--- src/rtl/qbd_pkg.sv ---
package qbd_pkg;
    typedef enum logic [1:0] {
        RMW_AND = 2'b00,
        RMW_OR  = 2'b01,
        RMW_XOR = 2'b10,
        RMW_CLR = 2'b11
    } rmw_op_e;

    typedef enum logic [1:0] {
        UPD_HOLD,
        UPD_WRITE,
        UPD_RMW
    } upd_sel_e;

    typedef enum logic [1:0] {
        SRC_HOLD,
        SRC_PIN,
        SRC_LATCH
    } rd_src_e;
endpackage

--- src/rtl/qbd_latch.sv ---
module qbd_latch
    import qbd_pkg::*;
#(
    parameter int WIDTH = 8
) (
    input  logic             clk,
    input  logic             rst_n,
    input  logic             wr_en,
    input  logic [WIDTH-1:0] wr_data,
    input  logic             rmw_en,
    input  logic [1:0]       rmw_op,
    input  logic [WIDTH-1:0] rmw_arg,
    output logic [WIDTH-1:0] latch_q
);
    upd_sel_e         sel;
    logic [WIDTH-1:0] rmw_res;
    logic [WIDTH-1:0] latch_d;

    always_comb begin
        unique case (rmw_op_e'(rmw_op))
            RMW_AND: rmw_res = latch_q & rmw_arg;
            RMW_OR:  rmw_res = latch_q | rmw_arg;
            RMW_XOR: rmw_res = latch_q ^ rmw_arg;
            RMW_CLR: rmw_res = latch_q & ~rmw_arg;
            default: rmw_res = latch_q;
        endcase
    end

    always_comb begin
        if (wr_en)       sel = UPD_WRITE;
        else if (rmw_en) sel = UPD_RMW;
        else             sel = UPD_HOLD;
    end

    always_comb begin
        unique case (sel)
            UPD_WRITE: latch_d = wr_data;
            UPD_RMW:   latch_d = rmw_res;
            default:   latch_d = latch_q;
        endcase
    end

    always_ff @(posedge clk or negedge rst_n) begin
        if (!rst_n) latch_q <= '1;
        else        latch_q <= latch_d;
    end


    reset_ones_chk: assert property (@(posedge clk) disable iff (!rst_n)
        !$past(rst_n) |-> latch_q == '1);

    latch_write_chk: assert property (@(posedge clk) disable iff (!rst_n)
        wr_en |=> latch_q == $past(wr_data));

    write_wins_chk: assert property (@(posedge clk) disable iff (!rst_n)
        (wr_en && rmw_en) |=> latch_q == $past(wr_data));

    latch_hold_chk: assert property (@(posedge clk) disable iff (!rst_n)
        (!wr_en && !rmw_en) |=> $stable(latch_q));
endmodule

--- src/rtl/qbd_pad_ctl.sv ---
module qbd_pad_ctl #(
    parameter int WIDTH = 8
) (
    input  logic [WIDTH-1:0] latch_q,
    input  logic             alt_en,
    input  logic [WIDTH-1:0] alt_addr,
    input  logic             od_mode,
    output logic [WIDTH-1:0] drive_low,
    output logic [WIDTH-1:0] pullup_en
);
    for (genvar i = 0; i < WIDTH; i++) begin : g_bit
        logic out_val;
        assign out_val      = alt_en ? alt_addr[i] : latch_q[i];
        assign drive_low[i] = ~out_val;
        assign pullup_en[i] = out_val & ~od_mode;
    end
endmodule

--- src/rtl/qbd_read.sv ---
module qbd_read
    import qbd_pkg::*;
#(
    parameter int WIDTH = 8
) (
    input  logic             clk,
    input  logic             rst_n,
    input  logic             rd_pin,
    input  logic             rd_latch,
    input  logic [WIDTH-1:0] pad_in,
    input  logic [WIDTH-1:0] latch_q,
    output logic [WIDTH-1:0] rdata_q
);
    rd_src_e src;

    always_comb begin
        if (rd_pin)        src = SRC_PIN;
        else if (rd_latch) src = SRC_LATCH;
        else               src = SRC_HOLD;
    end

    always_ff @(posedge clk or negedge rst_n) begin
        if (!rst_n) begin
            rdata_q <= '0;
        end else begin
            unique case (src)
                SRC_PIN:   rdata_q <= pad_in;
                SRC_LATCH: rdata_q <= latch_q;
                default:   rdata_q <= rdata_q;
            endcase
        end
    end


    read_latch_chk: assert property (@(posedge clk) disable iff (!rst_n)
        (rd_latch && !rd_pin) |=> rdata_q == $past(latch_q));

    read_hold_chk: assert property (@(posedge clk) disable iff (!rst_n)
        (!rd_pin && !rd_latch) |=> $stable(rdata_q));
endmodule

--- src/rtl/qbd_port.sv ---
module qbd_port #(
    parameter int WIDTH = 8
) (
    input  logic             clk,
    input  logic             rst_n,
    input  logic             od_mode,
    input  logic             wr_en,
    input  logic [WIDTH-1:0] wr_data,
    input  logic             rmw_en,
    input  logic [1:0]       rmw_op,
    input  logic [WIDTH-1:0] rmw_arg,
    input  logic             rd_pin,
    input  logic             rd_latch,
    output logic [WIDTH-1:0] rdata,
    input  logic             alt_en,
    input  logic [WIDTH-1:0] alt_addr,
    output logic [WIDTH-1:0] pad_drive_low,
    output logic [WIDTH-1:0] pad_pullup_en,
    input  logic [WIDTH-1:0] pad_in
);
    logic [WIDTH-1:0] latch_q;

    qbd_latch #(.WIDTH(WIDTH)) u_latch (
        .clk(clk), .rst_n(rst_n), .wr_en(wr_en), .wr_data(wr_data),
        .rmw_en(rmw_en), .rmw_op(rmw_op), .rmw_arg(rmw_arg),
        .latch_q(latch_q)
    );

    qbd_pad_ctl #(.WIDTH(WIDTH)) u_pad (
        .latch_q(latch_q), .alt_en(alt_en), .alt_addr(alt_addr),
        .od_mode(od_mode), .drive_low(pad_drive_low),
        .pullup_en(pad_pullup_en)
    );

    qbd_read #(.WIDTH(WIDTH)) u_read (
        .clk(clk), .rst_n(rst_n), .rd_pin(rd_pin), .rd_latch(rd_latch),
        .pad_in(pad_in), .latch_q(latch_q), .rdata_q(rdata)
    );


    pad_exclusive_chk: assert property (@(posedge clk) disable iff (!rst_n)
        (pad_drive_low & pad_pullup_en) == '0);

    od_no_pullup_chk: assert property (@(posedge clk) disable iff (!rst_n)
        od_mode |-> pad_pullup_en == '0);

    alt_drive_chk: assert property (@(posedge clk) disable iff (!rst_n)
        alt_en |-> pad_drive_low == ~alt_addr);

    pad_follow_chk: assert property (@(posedge clk) disable iff (!rst_n)
        (wr_en && !alt_en) |=> (alt_en || pad_drive_low == ~$past(wr_data)));
endmodule

--- config.mk ---
export PLATFORM = sky130hd
export DESIGN_NAME = qbd_port
export DESIGN_NICKNAME = d
export VERILOG_FILES = /design/src/rtl/qbd_pkg.sv /design/src/rtl/qbd_latch.sv /design/src/rtl/qbd_pad_ctl.sv /design/src/rtl/qbd_read.sv /design/src/rtl/qbd_port.sv
export SDC_FILE = /design/constraint.sdc
export NUM_CORES = 1
export LEC_CHECK = 0
export BUFFER_PORTS_ARGS = -buffer_cell sky130_fd_sc_hd__buf_2
export CORE_ASPECT_RATIO = 0.5
export CORE_MARGIN = 5
export CORE_UTILIZATION = 45
export CTS_CLUSTER_SIZE = 8
export DETAILED_ROUTE_END_ITERATION = 10
export PLACE_DENSITY = 0.79
export SLEW_MARGIN = 20
export SYNTH_ARGS = -nofsm -noshare
export SYNTH_HDL_FRONTEND = slang
export SYNTH_SLANG_ARGS = --single-unit
--- constraint.sdc ---
create_clock -name clk -period 1.5 [get_ports clk]
set_input_delay 0.3 -clock clk [delete_from_list [all_inputs] [get_ports clk]]
set_output_delay 0.3 -clock clk [all_outputs]
set_load 0.01 [all_outputs]
==> results.md, run 1 <==
- Syn-to-layout area delta: 36.14%
- Cts repair resizes: 0
- DR vias/cell: 5.088
- Crit-path max cell delay: 0.55 ns
- Avg Inst Size Synth: between 8 and 9 um2
- PortBufs: 65
- Starting density of the core: 0.4841
- Worst EP arrival: 1.16 ns
- Total Routing Usage GR: 0.1733
- Most frequent cells in the layout: buf_2 (65), inv_1 (26), mux2i_1 (16)
- Final Critical Period: 1.455 ns
- Worst slack, placed: -0.07256 ns
- Layout net count: 277
- 1st-iter DRT viols: 60
- Vias: ~1300
- Skew-Pair Late Insertion Delay: approximately 0.25 ns
- Worst-Margin Slew: roughly 0.56 ns
- Multiplexer share of the synthesized area: 0.1240
- Final Cell Area: roughly 1800 um2
- Crit. End Element: output pin
- Outcome: finished clean
- Remaining routing DRC violations: 0
- Vias in the first global route: approximately 1100
- Max clock buf depth: 2
- First-pass GRT wire length: about 5500 um
- Setup slack, reg-to-reg: 0.08 ns
- Final setup violation count: 0
- Clk_skew: between 0.0009 and 0.001 ns
- YS warnings: 0
- Reg-to-Reg Start: u_latch.latch_q[6]$_DFFE_PN1P_
- Die X: 85.76 um
- Peak supply drop: 0.5204 mV
- GR Overflow Total: 0
- Yosys reg bits: 16
- Reg2reg end: u_latch.latch_q[6]$_DFFE_PN1P_
- Crit path max-delay cell type: dfstp_2
- CP cell instances: mux2i_1, nor2_1, buf_2
- RePlAce Congestion: 0.7948
- Largest net degree at the start of global routing: 17
- Die ar.: 4106 um2
- Startpoint types: register
- Synth cell types: 19
- Buf/Inv on CP: 1
- Synth Area in Compound Gates: 0.1609
- Most common cell after layout, fill and taps aside: buf_2
- LEAKAGE: 0.0009650 uW
- Sequential share of the synthesized area: 0.3178
- Cell Area, Synth: ~1300 um2
- Worst hold path endpoint: u_read.rdata_q[2]$_DFFE_PN0P_
- CTS H-tree depth: 1
- Syn nets: 204
- Hpwl dp: 2778 um
- Final period util: 0.9702
- Storage cell area: 410.4 um2
- Sink Count: 16
- Worst setup margin: about 0.045 ns
- CTS tree: yes
- Clock transition at the registers of the reported paths: approximately 0.06 ns
- CTS root buf: clkbuf_8
- WHS Path Cells: 3
- CTS buffer count: 3
- Antenna viol nets, final: 0
- Max Cap Viol: 0
- Kind of critical path: reg2out
- Total length of routed wires: around 3700 um
- DP Area: 1618 um2
- Antenna cells: 0
- Multi-input gate area: 730.7 um2
- Cells after Synth: about 150
- I/O Pins: 66
- Post-synthesis simple-gate area fraction: 0.1202
- Xor/xnor cell area share of the yosys netlist: 0.05426
- Router iterations before antenna repair: 4
- Main combinational cell family by area after synthesis: compound AO/OA/AOI/OAI gates
- Hold Path Class: in2reg
- Num rows: 13
- Initial antenna violation count: 0
- R2r worst-path depth: 5
- Routed WL per cell: between 10 and 15 um
- Max_slew headroom: 0.6231
- Post-synthesis adder-cell area fraction: 0.1066
- Fmax: just under 700 MHz
- Proportion of layout cells with a drive suffix above 1: 0.3946
- Crit path required time: 1.20 ns
- Slew Limit Fails: 0
- Delay-heaviest family, CP: flip-flops
- Filler cells: between 200 and 250
- Die H: 47.88 um
- CP Max Fanout: 3
- Hold Fails Final Rpt: 0
- Cell Pwr Density: 807.9 nW/um2
- Core ar.: roughly 2700 um2
- Min-delay src: pad_in[2]
- RSZ-0062 raised after global routing: true
how the worst max path moves through the flow:
stage,slack (ns),startpoint,endpoint,cells after the start
3_3_place_gp,-0.02,rmw_op[0],u_latch.latch_q[6]$_DFFE_PN1P_,6
2_1_floorplan,0.23,alt_en,pad_pullup_en[0],3
5_1_grt,-0.02,u_latch.latch_q[3]$_DFFE_PN1P_,pad_pullup_en[3],3
3_5_place_dp,-0.07,rmw_op[0],u_latch.latch_q[5]$_DFFE_PN1P_,6
6_report,0.04,u_latch.latch_q[6]$_DFFE_PN1P_,pad_pullup_en[6],3
4_1_cts,0.005,u_latch.latch_q[3]$_DFFE_PN1P_,pad_pullup_en[3],3
worst min-delay path: stages:
cell	delay [ns]
buf_2	0.08
nand2_1	0.04
o21ai_0	0.06
cell type report:
class | instances | share of cell area
multi-input combinational | 100 | 0.4157
clock buffer | 4 | 0.03132
timing repair buffer | 77 | 0.2377
tap | 37 | 0.02633
sequential | 16 | 0.2335
inverter | 26 | 0.05552
kinds of logic (layout without fill, tap and decap cells):
logic type / after synthesis / after routing
buffers and inverters: 35 / 107
and+or+nand+nor: 33 / 33
AOI/OAI and AO/OA: 32 / 32
muxes: 16 / 16
DFF: 16 / 16
adders and majority gates: 11 / 11
xor gates and xnor gates: 8 / 8
state kept, by name, summed over array words and instances, names as in the netlist:
| signal | count |
|---|---|
| u_latch.latch_q | 8 |
| u_read.rdata_q | 8 |
where the power goes:
group	leakage [uW]	total, uW	internal, uW	switching (uW)
clock network	0.0000288	391	233	158
registers	0.000181	541	501	39.6
logic	0.000755	489	232	256
total	0.000965	1420	967	453
layer usage:
metal	share of wire	up-vias	global-route usage
met4	0.0032	0	0.04101
met1	0.43	626	0.2271
met3	0.046	2	0.03436
met5	0	-	0
met2	0.52	42	0.3056
li1	-	653	-
cells in the mapped netlist:
master	instances	area share
nor2b_1	1	0.0048
dfrtp_1	8	0.16
o211ai_1	8	0.047
a22oi_1	11	0.064
mux2i_1	16	0.12
inv_1	26	0.076
ha_1	11	0.11
a21oi_1	5	0.019
nand3_1	8	0.031
buf_6	1	0.0087
nor2_1	10	0.029
dfstp_2	8	0.16
nand2_1	9	0.026
buf_1	3	0.0087
xor2_1	8	0.054
buf_2	3	0.012
nor3b_1	5	0.029
buf_4	2	0.012
o21ai_0	8	0.031
timing repair:
item	4_1_cts	5_1_grt
hold endpoints to repair	8	0
cloned	0	0
hold buffers	1	0
buffers inserted	1	9
endpoints found under the setup margin	1	7
stage by stage:
step / hold WS, ns / std cells / power [uW] / utilization / TNS (ns)
2_1_floorplan: 0.004409 / 151 / 793.0 / - / 0
3_3_place_gp: 0.2252 / 245 / 961.4 / 0.6065 / -0.1184
3_5_place_dp: 0.2289 / 245 / 980.3 / 0.6065 / -0.4616
4_1_cts: 0.2524 / 251 / 1383 / 0.6337 / 0
5_1_grt: 0.2574 / 260 / 1511 / 0.6590 / -0.04804
6_report: 0.2524 / 260 / 1420 / 0.6590 / 0
No activity file was read; power rests on OpenSTA's default activity.
==> inputs of run 2 (changes only) <==
--- a/config.mk
+++ b/config.mk
@@ -6,7 +6,7 @@
 export NUM_CORES = 1
 export LEC_CHECK = 0
 export BUFFER_PORTS_ARGS = -buffer_cell sky130_fd_sc_hd__buf_2
-export CORE_ASPECT_RATIO = 0.5
+export CORE_ASPECT_RATIO = 1.75
 export CORE_MARGIN = 5
 export CORE_UTILIZATION = 45
 export CTS_CLUSTER_SIZE = 8
==> results.md, run 2 (synthesis results as in run 1) <==
- CP Max Fanout: 5
- Largest net degree at the start of global routing: 17
- Max clock buf depth: 2
- Max Cap Viol: 0
- RSZ-0062 raised after global routing: false
- Min-delay src: pad_in[2]
- Vias: 1295
- Startpoint types: register
- Layout net count: approximately 270
- Worst EP arrival: 1.13 ns
- Outcome: finished clean
- CTS root buf: clkbuf_8
- Total power: 1372 uW
- Sink Count: 16
- First-pass GRT wire length: 5195 um
- CTS buffer count: 3
- Hold Path Class: in2reg
- Final Core Density: 0.6345
- Storage cell area: roughly 410 um2
- Die H: 80.86 um
- Internal Power: 955.3 uW
- Vias in the first global route: 1257
- Worst setup margin: 0.07395 ns
- Logic gate share of total power: 0.338
- Switch Pwr: 416.7 uW
- CTS H-tree depth: 1
- Total Routing Usage GR: 0.1591
- Skew-Pair Late Insertion Delay: 0.24 ns
- Proportion of layout cells with a drive suffix above 1: 0.3909
- Syn-to-layout area delta: 33.72%
- I/O Pins: 66
- Top Registers: u_latch.latch_q x8, u_read.rdata_q x8
- Cell Pwr Density: 794.6 nW/um2
- Reg-to-Reg Start: u_latch.latch_q[2]$_DFFE_PN1P_
- DP Area: ~1600 um2
- Final Critical Period: 1.426 ns
- Multi-input gate area: 734.5 um2
- Crit path from: u_latch.latch_q[5]$_DFFE_PN1P_
- Num rows: 25
- Hpwl dp: roughly 2800 um
- Router iterations before antenna repair: 4
- Peak supply drop: approximately 0.47 mV
- Final Cell Area: 1727 um2
- Clock transition at the registers of the reported paths: 0.06 ns
- Fmax: 701.2 MHz
- Max_slew headroom: 0.6232
- Worst-Margin Slew: between 0.5 and 0.6 ns
- Worst slack, placed: -0.06910 ns
- Die X: 50.49 um
- Core ar.: 2721 um2
- Kind of critical path: reg2out
- Final period util: 0.9507
- Slew Limit Fails: 0
- RePlAce Congestion: 0.7463
- Remaining routing DRC violations: 0
- Flop pwr share: 0.391
- Initial antenna violation count: 0
- Most frequent cells in the layout: buf_2 (65), inv_1 (26), mux2i_1 (15), a22oi_1 (11), ha_1 (11)
- Clk_skew: about 0.00051 ns
- GR Overflow Total: 0
- 1st-iter DRT viols: 18
- Hold Fails Final Rpt: 0
- CTS tree: yes
- Total length of routed wires: 3343 um
- PortBufs: 65
- Antenna viol nets, final: 0
- Crit path required time: 1.20 ns
- Switching share of power: 0.3037
- Final setup violation count: 0
- Die ar.: 4083 um2
- LEAKAGE: 0.0009480 uW
- Crit. End Element: output pin
- Clock Power Share: 0.271
- DR vias/cell: 5.243
- Starting density of the core: 0.4745
- Filler cells: around 270
- Most common cell after layout, fill and taps aside: buf_2
- Routed WL per cell: 13.53 um
- Setup TNS: 0 ns
- Antenna cells: 0
run 2: cell count changes in the layout (fill, tap and decap cells not counted):
cell,delta
mux2i_1,-1
buf_4,-3
mux2i_2,+1
run 2: stage by stage:
stage                     std cells  hold WS, ns
after CTS                       240       0.2690
after global placement          235       0.2258
after global routing            247       0.2844
after floorplan                 151     0.004409
after detailed placement        235       0.2260
final                           247       0.2710
run 2: worst paths after layout:
check | cells past startpoint | end | slack [ns]
max reg2reg | 5 | u_latch.latch_q[2]$_DFFE_PN1P_ | 0.15
min reg2reg | 2 | u_latch.latch_q[5]$_DFFE_PN1P_ | 0.55
max | 3 | pad_pullup_en[5] | 0.07
max in group asynchronous | 2 | u_latch.latch_q[4]$_DFFE_PN1P_ | 0.71
min | 3 | u_read.rdata_q[2]$_DFFE_PN0P_ | 0.27
min in group asynchronous | 2 | u_read.rdata_q[2]$_DFFE_PN0P_ | 0.49
run 2: routing by layer:
metal | GRT usage | vias to the layer above | wire (um)
li1 | - | 649 | -
met1 | 0.1571 | 583 | 1128
met2 | 0.3035 | 59 | 1815
met3 | 0.03486 | 4 | 350
met4 | 0.06905 | 0 | 49
met5 | 0 | - | 0
run 2: what timing repair did:
| item | in CTS | in global routing |
|---|---|---|
| hold buffers | 1 | 0 |
| resized for setup | 0 | 1 |
| hold endpoints to repair | 8 | 0 |
| buffers inserted | 0 | 7 |
| endpoints found under the setup margin | 0 | 7 |
run 2: cell type report:
class	count	share of cell area
timing repair buffer	74	0.2290
clock buffer	4	0.03188
multi-input combinational	100	0.4254
sequential	16	0.2377
inverter	26	0.05652
tap	27	0.01957
run 2: critical path, cell delays in order (launching register included):
cell and delay (ns):
dfstp_2 0.57, mux2i_1 0.09, nor2_1 0.09, buf_2 0.13
run 2: power groups by stage:
stage          sequential, uW  combinational, uW  clock (uW)
6_report                  536                464         372
5_1_grt                   543                523         397
4_1_cts                   551                420         381
3_5_place_dp              558                417           0
3_3_place_gp              556                407           0
2_1_floorplan             553                240           0
==> inputs of run 3 (changes only) <==
==> constraint.sdc (replaced) <==
create_clock -name clk -period 1.55 [get_ports clk]
set_input_delay 0.31 -clock clk [delete_from_list [all_inputs] [get_ports clk]]
set_output_delay 0.31 -clock clk [all_outputs]
set_load 0.01 [all_outputs]
==> results.md, run 3 (synthesis results as in run 1) <==
- Crit. End Element: output pin
- Max clock buf depth: 2
- PortBufs: 65
- Peak supply drop: 0.5100 mV
- Vias: 1291
- Reg2reg end: u_latch.latch_q[4]$_DFFE_PN1P_
- DP Area: around 1600 um2
- CP Max Fanout: 5
- RePlAce Congestion: 0.7610
- First-pass GRT wire length: 5382 um
- Hold Fails Final Rpt: 0
- Most common cell after layout, fill and taps aside: buf_2
- GR Overflow Total: 0
- Starting density of the core: 0.4745
- Met2 Use GR: 0.3022
- Min Hold Slack: 0.2723 ns
- Outcome: finished clean
- Setup TNS: 0 ns
- Cell Pwr Density: 773.8 nW/um2
- Core ar.: 2721 um2
- Switch Pwr: 394.1 uW
- Final Core Density: 0.6138
- Remaining routing DRC violations: 0
- Proportion of layout cells with a drive suffix above 1: 0.3662
- 1st-iter DRT viols: 20
- Final Cell Area: about 1700 um2
- Antenna viol nets, final: 0
- Die ar.: roughly 4100 um2
- Most frequent cells in the layout: buf_2 (65), inv_1 (26), mux2i_1 (16), a22oi_1 (11), ha_1 (11)
- Worst slack, placed: -0.01743 ns
- Clock Power Share: 0.277
- Slew Limit Fails: 0
- Final Critical Period: 1.448 ns
- DR vias/cell: 5.379
- Filler cells: 263
- Vias in the first global route: roughly 1300
- Fmax: between 600 and 700 MHz
- Hold Path Class: in2reg
- CTS buffer count: 3
- CTS H-tree depth: 1
- Router iterations before antenna repair: 4
- Crit path required time: between 1 and 1.5 ns
- Clk_skew: 0.001731 ns
- Clock transition at the registers of the reported paths: 0.06 ns
- Num rows: 25
- CTS tree: yes
- Max Cap Viol: 0
- RSZ-0062 raised after global routing: false
- Die X: 50.49 um
- Largest net degree at the start of global routing: 17
- Crit path from: u_latch.latch_q[3]$_DFFE_PN1P_
- Die H: 80.86 um
- Met1 usage: 0.1720
- Antenna cells: 0
- Storage cell area: 410.4 um2
- CTS root buf: clkbuf_8
- Startpoint types: register
- R2r worst-path depth: 4
- LEAKAGE: 0.0009153 uW
- Global route hottest layer: met2
- Multi-input gate area: 730.7 um2
- I/O Pins: 66
- Worst setup margin: 0.1016 ns
- Skew-Pair Late Insertion Delay: 0.24 ns
- Top Registers: u_latch.latch_q x8, u_read.rdata_q x8
- Reg-to-Reg Start: u_latch.latch_q[4]$_DFFE_PN1P_
- Internal Power: 898.4 uW
- Setup slack, reg-to-reg: about 0.28 ns
- Global routing usage on met3: 0.02385
- Hpwl dp: around 2700 um
- Kind of critical path: reg2out
- Total length of routed wires: about 3200 um
- Post-CTS Setup Inserts: 0
- Final setup violation count: 0
- Worst EP arrival: 1.14 ns
- Total Routing Usage GR: 0.1636
- Logic gate share of total power: 0.311
- Sink Count: 16
- Initial antenna violation count: 0
- Syn-to-layout area delta: 29.36%
- Max_slew headroom: 0.6064
- Layout net count: roughly 270
- Final period util: 0.9344
- Worst setup path endpoint: pad_pullup_en[3]
- Flop pwr share: 0.412
- Switching share of power: 0.3049
- Routed WL per cell: 13.51 um
- Worst-Margin Slew: 0.5891 ns
-- run 3: changes by cell type in the layout (fill, tap and decap cells not counted) --
cell / change
mux2i_2: -1
buf_4: -7
mux2i_1: +1
-- run 3: per-layer routing --
| metal | up-vias | share of wire |
|---|---|---|
| li1 | 633 | - |
| met1 | 589 | 0.35 |
| met2 | 65 | 0.53 |
| met3 | 4 | 0.097 |
| met4 | 0 | 0.016 |
| met5 | - | 0 |
-- run 3: worst min path at each step --
stage	start	to	slack [ns]	cells past startpoint
6_report	pad_in[0]	u_read.rdata_q[0]$_DFFE_PN0P_	0.27	3
4_1_cts	pad_in[0]	u_read.rdata_q[0]$_DFFE_PN0P_	0.27	3
2_1_floorplan	rst_n	u_read.rdata_q[0]$_DFFE_PN0P_	0.01	0
3_5_place_dp	rst_n	u_read.rdata_q[2]$_DFFE_PN0P_	0.24	1
3_3_place_gp	rst_n	u_read.rdata_q[2]$_DFFE_PN0P_	0.24	1
5_1_grt	pad_in[0]	u_read.rdata_q[0]$_DFFE_PN0P_	0.29	3
-- run 3: critical path, stage by stage (launching register included) --
cell and delay (ns):
dfstp_2 0.57, mux2i_1 0.09, nor2_1 0.09, buf_2 0.13
-- run 3: stage by stage --
stage | cells | total power [uW]
floorplan | 151 | 767.4
global placement | 235 | 933.4
detailed placement | 235 | 945.7
CTS | 240 | 1312
global route | 240 | 1384
finish | 240 | 1292
-- run 3: layout make-up --
| cell class | count | share of cell area |
|---|---|---|
| inverter | 26 | 0.05843 |
| clock buffer | 4 | 0.03296 |
| tap | 27 | 0.02022 |
| timing repair buffer | 67 | 0.2052 |
| sequential | 16 | 0.2457 |
| multi-input combinational | 100 | 0.4375 |
-- run 3: power groups by stage --
stage / combinational, uW / clock, uW / sequential, uW
3_5_place_dp: 405 / 0 / 541
5_1_grt: 456 / 385 / 542
2_1_floorplan: 232 / 0 / 535
3_3_place_gp: 395 / 0 / 538
4_1_cts: 408 / 370 / 534
6_report: 401 / 358 / 533
-- run 3: timing repair --
| item | in CTS | in global routing |
|---|---|---|
| gates resized for setup | 0 | 0 |
| hold endpoints to repair | 8 | 0 |
| hold buffers | 1 | 0 |
